--- src/rtl/sector_pkg.sv ---
package sector_pkg;

    localparam int          CRC_W        = 16;
    localparam logic [15:0] CRC_POLY     = 16'h1021;
    localparam logic [15:0] CRC_SEED     = 16'hFFFF;
    localparam logic [15:0] SYNC_DEFAULT = 16'hA1F5;
    localparam int          HDR_BITS     = 32;

    typedef enum logic [2:0] {
        PH_HUNT,
        PH_HEADER,
        PH_PAYLOAD,
        PH_CHECK,
        PH_DRAIN
    } phase_t;

    typedef struct packed {
        logic [15:0] cyl;
        logic [7:0]  sec;
        logic [7:0]  size;
    } sec_hdr_t;

    // One serial step of an MSB-first CRC
    function automatic logic [CRC_W-1:0] crc_step(input logic [CRC_W-1:0] cur,
                                                  input logic             b,
                                                  input logic [CRC_W-1:0] poly);
        logic fb;
        fb = cur[CRC_W-1] ^ b;
        return {cur[CRC_W-2:0], 1'b0} ^ (fb ? poly : '0);
    endfunction

endpackage

--- src/rtl/sas_sync_detect.sv ---
module sas_sync_detect #(
    parameter int          W       = 16,
    parameter logic [15:0] PATTERN = 16'hA1F5
) (
    input  logic clk,
    input  logic rst,
    input  logic shift_en,
    input  logic flush,
    input  logic bit_in,
    output logic hit
);
    logic [W-2:0] win;

    always_ff @(posedge clk) begin
        if (rst || flush) begin
            win <= '0;
        end else if (shift_en) begin
            win <= {win[W-3:0], bit_in};
        end
    end

    assign hit = shift_en && ({win, bit_in} == PATTERN[W-1:0]);
endmodule

--- src/rtl/sas_crc_serial.sv ---
module sas_crc_serial
    import sector_pkg::*;
#(
    parameter logic [CRC_W-1:0] POLY = CRC_POLY,
    parameter logic [CRC_W-1:0] SEED = CRC_SEED
) (
    input  logic             clk,
    input  logic             rst,
    input  logic             init,
    input  logic             step,
    input  logic             bit_in,
    output logic [CRC_W-1:0] crc
);
    always_ff @(posedge clk) begin
        if (rst || init) begin
            crc <= SEED;
        end else if (step) begin
            crc <= crc_step(crc, bit_in, POLY);
        end
    end
endmodule

--- src/rtl/sas_byte_buffer.sv ---
module sas_byte_buffer #(
    parameter int DEPTH = 512,
    parameter int AW    = $clog2(DEPTH)
) (
    input  logic          clk,
    input  logic          wr_en,
    input  logic [AW-1:0] wr_addr,
    input  logic [7:0]    wr_data,
    input  logic [AW-1:0] rd_addr,
    output logic [7:0]    rd_data
);
    logic [7:0] mem [DEPTH];

    always_ff @(posedge clk) begin
        if (wr_en) begin
            mem[wr_addr] <= wr_data;
        end
    end

    assign rd_data = mem[rd_addr];
endmodule

--- src/rtl/sector_assembler.sv ---
module sector_assembler
    import sector_pkg::*;
#(
    parameter logic [15:0] SYNC_WORD     = SYNC_DEFAULT,
    parameter int          PAYLOAD_BYTES = 512   // power of two
) (
    input  logic        clk,
    input  logic        rst,
    input  logic        bit_in,
    input  logic        bit_valid,
    input  logic        irq_clear,
    input  logic        rd_ready,
    output logic [7:0]  rd_data,
    output logic        rd_valid,
    output logic        irq,
    output logic        crc_bad,
    output logic [15:0] hdr_cyl,
    output logic [7:0]  hdr_sec,
    output logic [7:0]  hdr_size
);
    localparam int PAYLOAD_BITS = PAYLOAD_BYTES * 8;
    localparam int AW           = $clog2(PAYLOAD_BYTES);
    localparam int CNT_W        = (PAYLOAD_BITS > HDR_BITS) ? $clog2(PAYLOAD_BITS)
                                                            : $clog2(HDR_BITS);
    localparam logic [CNT_W-1:0] HDR_LAST = CNT_W'(HDR_BITS - 1);
    localparam logic [CNT_W-1:0] PAY_LAST = CNT_W'(PAYLOAD_BITS - 1);
    localparam logic [CNT_W-1:0] CHK_LAST = CNT_W'(CRC_W - 1);
    localparam logic [AW-1:0]    RD_LAST  = AW'(PAYLOAD_BYTES - 1);

    phase_t           phase;
    logic [CNT_W-1:0] cnt;
    logic [HDR_BITS-2:0] hdr_sr;
    sec_hdr_t         hdr_q;
    logic [6:0]       byte_sr;
    logic [CRC_W-2:0] chk_sr;
    logic [AW-1:0]    rd_ptr;
    logic [CRC_W-1:0] crc_now;
    logic             sync_hit;
    logic             wr_en;
    logic [7:0]       wr_byte;

    sas_sync_detect #(.W(16), .PATTERN(SYNC_WORD)) i_sync (
        .clk      (clk),
        .rst      (rst),
        .shift_en (bit_valid && (phase == PH_HUNT)),
        .flush    (phase == PH_DRAIN),
        .bit_in   (bit_in),
        .hit      (sync_hit)
    );

    sas_crc_serial #(.POLY(CRC_POLY), .SEED(CRC_SEED)) i_crc (
        .clk    (clk),
        .rst    (rst),
        .init   (sync_hit),
        .step   (bit_valid && (phase == PH_HEADER || phase == PH_PAYLOAD)),
        .bit_in (bit_in),
        .crc    (crc_now)
    );

    assign wr_en   = bit_valid && (phase == PH_PAYLOAD) && (cnt[2:0] == 3'd7);
    assign wr_byte = {byte_sr, bit_in};

    sas_byte_buffer #(.DEPTH(PAYLOAD_BYTES), .AW(AW)) i_buf (
        .clk     (clk),
        .wr_en   (wr_en),
        .wr_addr (cnt[3 +: AW]),
        .wr_data (wr_byte),
        .rd_addr (rd_ptr),
        .rd_data (rd_data)
    );

    always_ff @(posedge clk) begin
        if (rst) begin
            phase   <= PH_HUNT;
            cnt     <= '0;
            hdr_sr  <= '0;
            hdr_q   <= '0;
            byte_sr <= '0;
            chk_sr  <= '0;
            rd_ptr  <= '0;
            irq     <= 1'b0;
            crc_bad <= 1'b0;
        end else begin
            if (irq_clear) irq <= 1'b0;
            unique case (phase)
                PH_HUNT: begin
                    if (sync_hit) begin
                        phase <= PH_HEADER;
                        cnt   <= '0;
                    end
                end
                PH_HEADER: begin
                    if (bit_valid) begin
                        hdr_sr <= {hdr_sr[HDR_BITS-3:0], bit_in};
                        if (cnt == HDR_LAST) begin
                            hdr_q <= sec_hdr_t'({hdr_sr, bit_in});
                            phase <= PH_PAYLOAD;
                            cnt   <= '0;
                        end else begin
                            cnt <= cnt + 1'b1;
                        end
                    end
                end
                PH_PAYLOAD: begin
                    if (bit_valid) begin
                        byte_sr <= wr_byte[6:0];
                        if (cnt == PAY_LAST) begin
                            phase <= PH_CHECK;
                            cnt   <= '0;
                        end else begin
                            cnt <= cnt + 1'b1;
                        end
                    end
                end
                PH_CHECK: begin
                    if (bit_valid) begin
                        chk_sr <= {chk_sr[CRC_W-3:0], bit_in};
                        if (cnt == CHK_LAST) begin
                            crc_bad <= ({chk_sr, bit_in} != crc_now);
                            irq     <= 1'b1;
                            rd_ptr  <= '0;
                            phase   <= PH_DRAIN;
                        end else begin
                            cnt <= cnt + 1'b1;
                        end
                    end
                end
                PH_DRAIN: begin
                    if (rd_ready) begin
                        if (rd_ptr == RD_LAST) begin
                            phase <= PH_HUNT;
                        end else begin
                            rd_ptr <= rd_ptr + 1'b1;
                        end
                    end
                end
                default: phase <= PH_HUNT;
            endcase
        end
    end

    assign rd_valid = (phase == PH_DRAIN);
    assign hdr_cyl  = hdr_q.cyl;
    assign hdr_sec  = hdr_q.sec;
    assign hdr_size = hdr_q.size;
endmodule

--- config.mk ---
export PLATFORM = sky130hd
export DESIGN_NAME = sector_assembler
export DESIGN_NICKNAME = d
export VERILOG_FILES = /design/src/rtl/sector_pkg.sv /design/src/rtl/sas_sync_detect.sv /design/src/rtl/sas_crc_serial.sv /design/src/rtl/sas_byte_buffer.sv /design/src/rtl/sector_assembler.sv
export SDC_FILE = /design/constraint.sdc
export NUM_CORES = 2
export LEC_CHECK = 0
export BUFFER_PORTS_ARGS = -buffer_cell sky130_fd_sc_hd__buf_2
export CAP_MARGIN = 20
export CORE_MARGIN = 2
export CORE_UTILIZATION = 39
export CTS_BUF_LIST = sky130_fd_sc_hd__clkbuf_8
export CTS_CLUSTER_SIZE = 28
export DETAILED_ROUTE_END_ITERATION = 8
export PLACE_DENSITY_LB_ADDON = 0.05
export SLEW_MARGIN = 20
export SYNTH_ARGS = -nofsm -noshare
export SYNTH_HDL_FRONTEND = slang
export SYNTH_SLANG_ARGS = --single-unit
--- constraint.sdc ---
create_clock -name clk -period 9.4 [get_ports clk]
set_input_delay 0.94 -clock clk [delete_from_list [all_inputs] [get_ports clk]]
set_output_delay 0.94 -clock clk [all_outputs]
set_load 0.03 [all_outputs]
==> impl_metrics.tcl <==
set metrics [dict create \
    start_util 0.391 \
    numPortBuffers 48 \
    synth_edf_count 4096 \
    syn_avg_cell_area_um2 19.0 \
    r2r_setup_slack_ps 4720 \
    fin_setup_tns_ps 0 \
    grt_max_degree 182 \
    async_reset_ff_frac 0 \
    irDropWorstVdd_v 0.000151 \
    r2r-end "i_buf.mem[99][2]" \
    routabilityCongestion 0.811 \
    drtIter0Drc 8311 \
    htreeDepth 6 \
    seq_area_frac_synth 0.753 \
    power_uw 35900 \
    worstPathMaxFanout 64 \
    core_area_mm2 0.427 \
    switchingPower_uw 7650 \
    timing.hold.ws_ps 190 \
    yosysTopAreaCellShare 0.735 \
    io-pin-count 49 \
    hold_depth 2 \
    netlist_area_mm2 0.167 \
    power.density_mw_per_mm2 193 \
    stdcell_count 15500 \
    ant_nets 0 \
    viasPerCell 5.65 \
    ys_ff_latch 4247 \
    synth_cells 8784 \
    drv_cap 0 \
    worst_pin_slew_ps 1240 \
    drv_slew 0 \
    cp.arrival_ps 6870 \
    required_ps 8460 \
    grt_pass1_vias 89200 \
    synth_ff_type "edfxtp_1" \
    row_count 240 \
    hold_path.class "in -> reg" \
    clkTransAtPathRegs_ps 60 \
    drive_gt1_frac 0.194 \
    wl_met2_um 236000 \
    route.top_layer_used "met5" \
    cts-root-buf "clkbuf_8" \
    first_pass_iters 6 \
    critPathCaptureType "output port" \
    overflow 0 \
    yosys_warnings 0 \
    wirelength_um 502000 \
    antenna_found_initial 34 \
    fin_crit_ps 7810 \
    critPathKind "reg -> out" \
    yosysUniqueCellTypes 92 \
    cts_sinks 4247 \
    drcViolationCount 0 \
    leakagePower_uw 0.0596 \
    cts_tree "done" \
    p_int_uw 28200 \
    fin_crit_sh 0.831 \
    p_seq_frac 0.570 \
    hpwl_um 304000 \
    wl_met1_um 222000 \
    grt_util_all_layers 0.227 \
    area_delta_synth_final_pct 11.2 \
    fin_util 0.435 \
    clockBufferDepth 4 \
    power_frac_comb 0.002 \
    dp.cells 14200 \
    cts_buffers 730 \
    rsz0062_at_grt "false" \
    wl_met3_um 31700 \
    finalSetupViolations 0 \
    yosys-top-cells-count "edfxtp_1, mux2i_1, mux4_2" \
    sw_frac_of_total 0.213 \
    grt_pass1_wl_um 700000 \
    fmaxAchievable_ghz 0.128 \
    regToRegStartpoint "phase[2]" \
    slew_headroom 0.170 \
    fp.dieW_um 659 \
    synth_top_area_cell "edfxtp_1" \
    r2r_cells 7 \
    syn_nets 8794 \
    synth_most_common_cell "edfxtp_1" \
    num_vias 87400 \
    clk_latency_ps 1230 \
    report.final.hold_viol_count 0 \
    status "completed" \
    die_h_um 659 \
    crit_end "rd_data[0]" \
    synth.area.top_cells "edfxtp_1, mux4_2, mux2i_1, dfxtp_1, nor2_1" \
    dieArea_mm2 0.434 \
    fin_worst_skew_ps 57.1 \
    nets 9221 \
    crit_path_start_kind "flip-flop" \
    clkPwrFrac 0.428 \
    detail_route.wl_per_cell_um 32.5 \
]
[how the worst min path moves through the flow]
stage                   start             end  slack (ps)
3_5_place_dp       hdr_sec[2]      hdr_sec[2]         450
6_report                  rst     hdr_cyl[14]         190
3_3_place_gp   i_sync.win[14]  i_sync.win[14]         440
2_1_floorplan  i_sync.win[14]  i_sync.win[14]         430
4_1_cts                   rst     hdr_cyl[14]          20
5_1_grt                   rst       chk_sr[2]         110
[repair_timing]
action | in CTS | in global routing
setup buffers | 0 | 0
endpoints found under the hold margin | 20 | 0
hold buffers | 3 | 0
gates resized for setup | 0 | 0
[critical path, cell delays in order, from the launching register on]
cell and delay [ps]:
dfxtp_4 930, nand2_4 570, buf_12 410, o221ai_1 280
o22ai_1 130, o21ai_0 830, nand4_1 550, or4_1 830
a31oi_1 650, buf_2 330
[cell usage in the layout, fill, tap and decap left out, types with 213 or more instances in the layout]
master,count
clkbuf_8,749
o221ai_1,213
inv_1,263
a21oi_1,242
nor2_1,620
mux4_2,659
mux2i_1,714
edfxtp_1,4096
nand2_1,394
o22ai_1,231
[per-layer routing]
| metal | global-route usage | vias up |
|---|---|---|
| met1 | 0.327 | 46800 |
| met2 | 0.361 | 2979 |
| met4 | 0.0557 | 6 |
| met3 | 0.0396 | 710 |
| li1 | - | 37000 |
| met5 | 0 | - |
[cell type report]
cell class,instances,area (um^2)
inverters,13,61.3
clock buffers,749,10300
well taps,5687,7120
flip-flops and latches,4247,126000
repair buffers,252,2270
multi-input cells,3967,37500
clock inverters,538,2740
fillers,37500,241000
diodes,8,20.0
[cells by family (layout without fill, tap and decap cells)]
logic type,count (synthesis),in the layout,share of synthesized area
buffers and inverters,570,1552,0.0241
multiplexers,1443,1443,0.140
AND/OR/NAND/NOR,1518,1518,0.0408
flip-flops,4247,4247,0.753
other,0,8,0
adder cells (fa/ha/maj),4,4,0.000299
AO/OA/AOI/OAI,969,969,0.0393
XOR/XNOR,33,33,0.00173
[sequential cells by signal (all words and copies together) (netlist names), named ones only]
signal and count:
hdr_sr 31, i_crc.crc 16, hdr_sec 8, crc_bad 1, hdr_cyl 16, byte_sr 7
hdr_size 8, cnt 12, irq 1, phase 3, chk_sr 15, rd_ptr 9
i_sync.win 15, i_buf.mem 4096
[power groups by stage]
stage          Combinational (uW)  Sequential, uW  Clock [uW]
2_1_floorplan                12.9           20900           0
3_3_place_gp                 62.3           20900           0
3_5_place_dp                 65.3           20900           0
4_1_cts                      66.3           20500       15700
5_1_grt                      71.8           20500       16500
6_report                     66.4           20500       15400
[through the flow]
stage | setup slack, ps | instance area (um^2)
after floorplan | 1360 | 167000
after global placement | 2750 | 173000
after detailed placement | 2860 | 173000
after CTS | 1440 | 186000
after global routing | 1410 | 186000
final | 1590 | 186000
(Power assumes the default switching activity.)
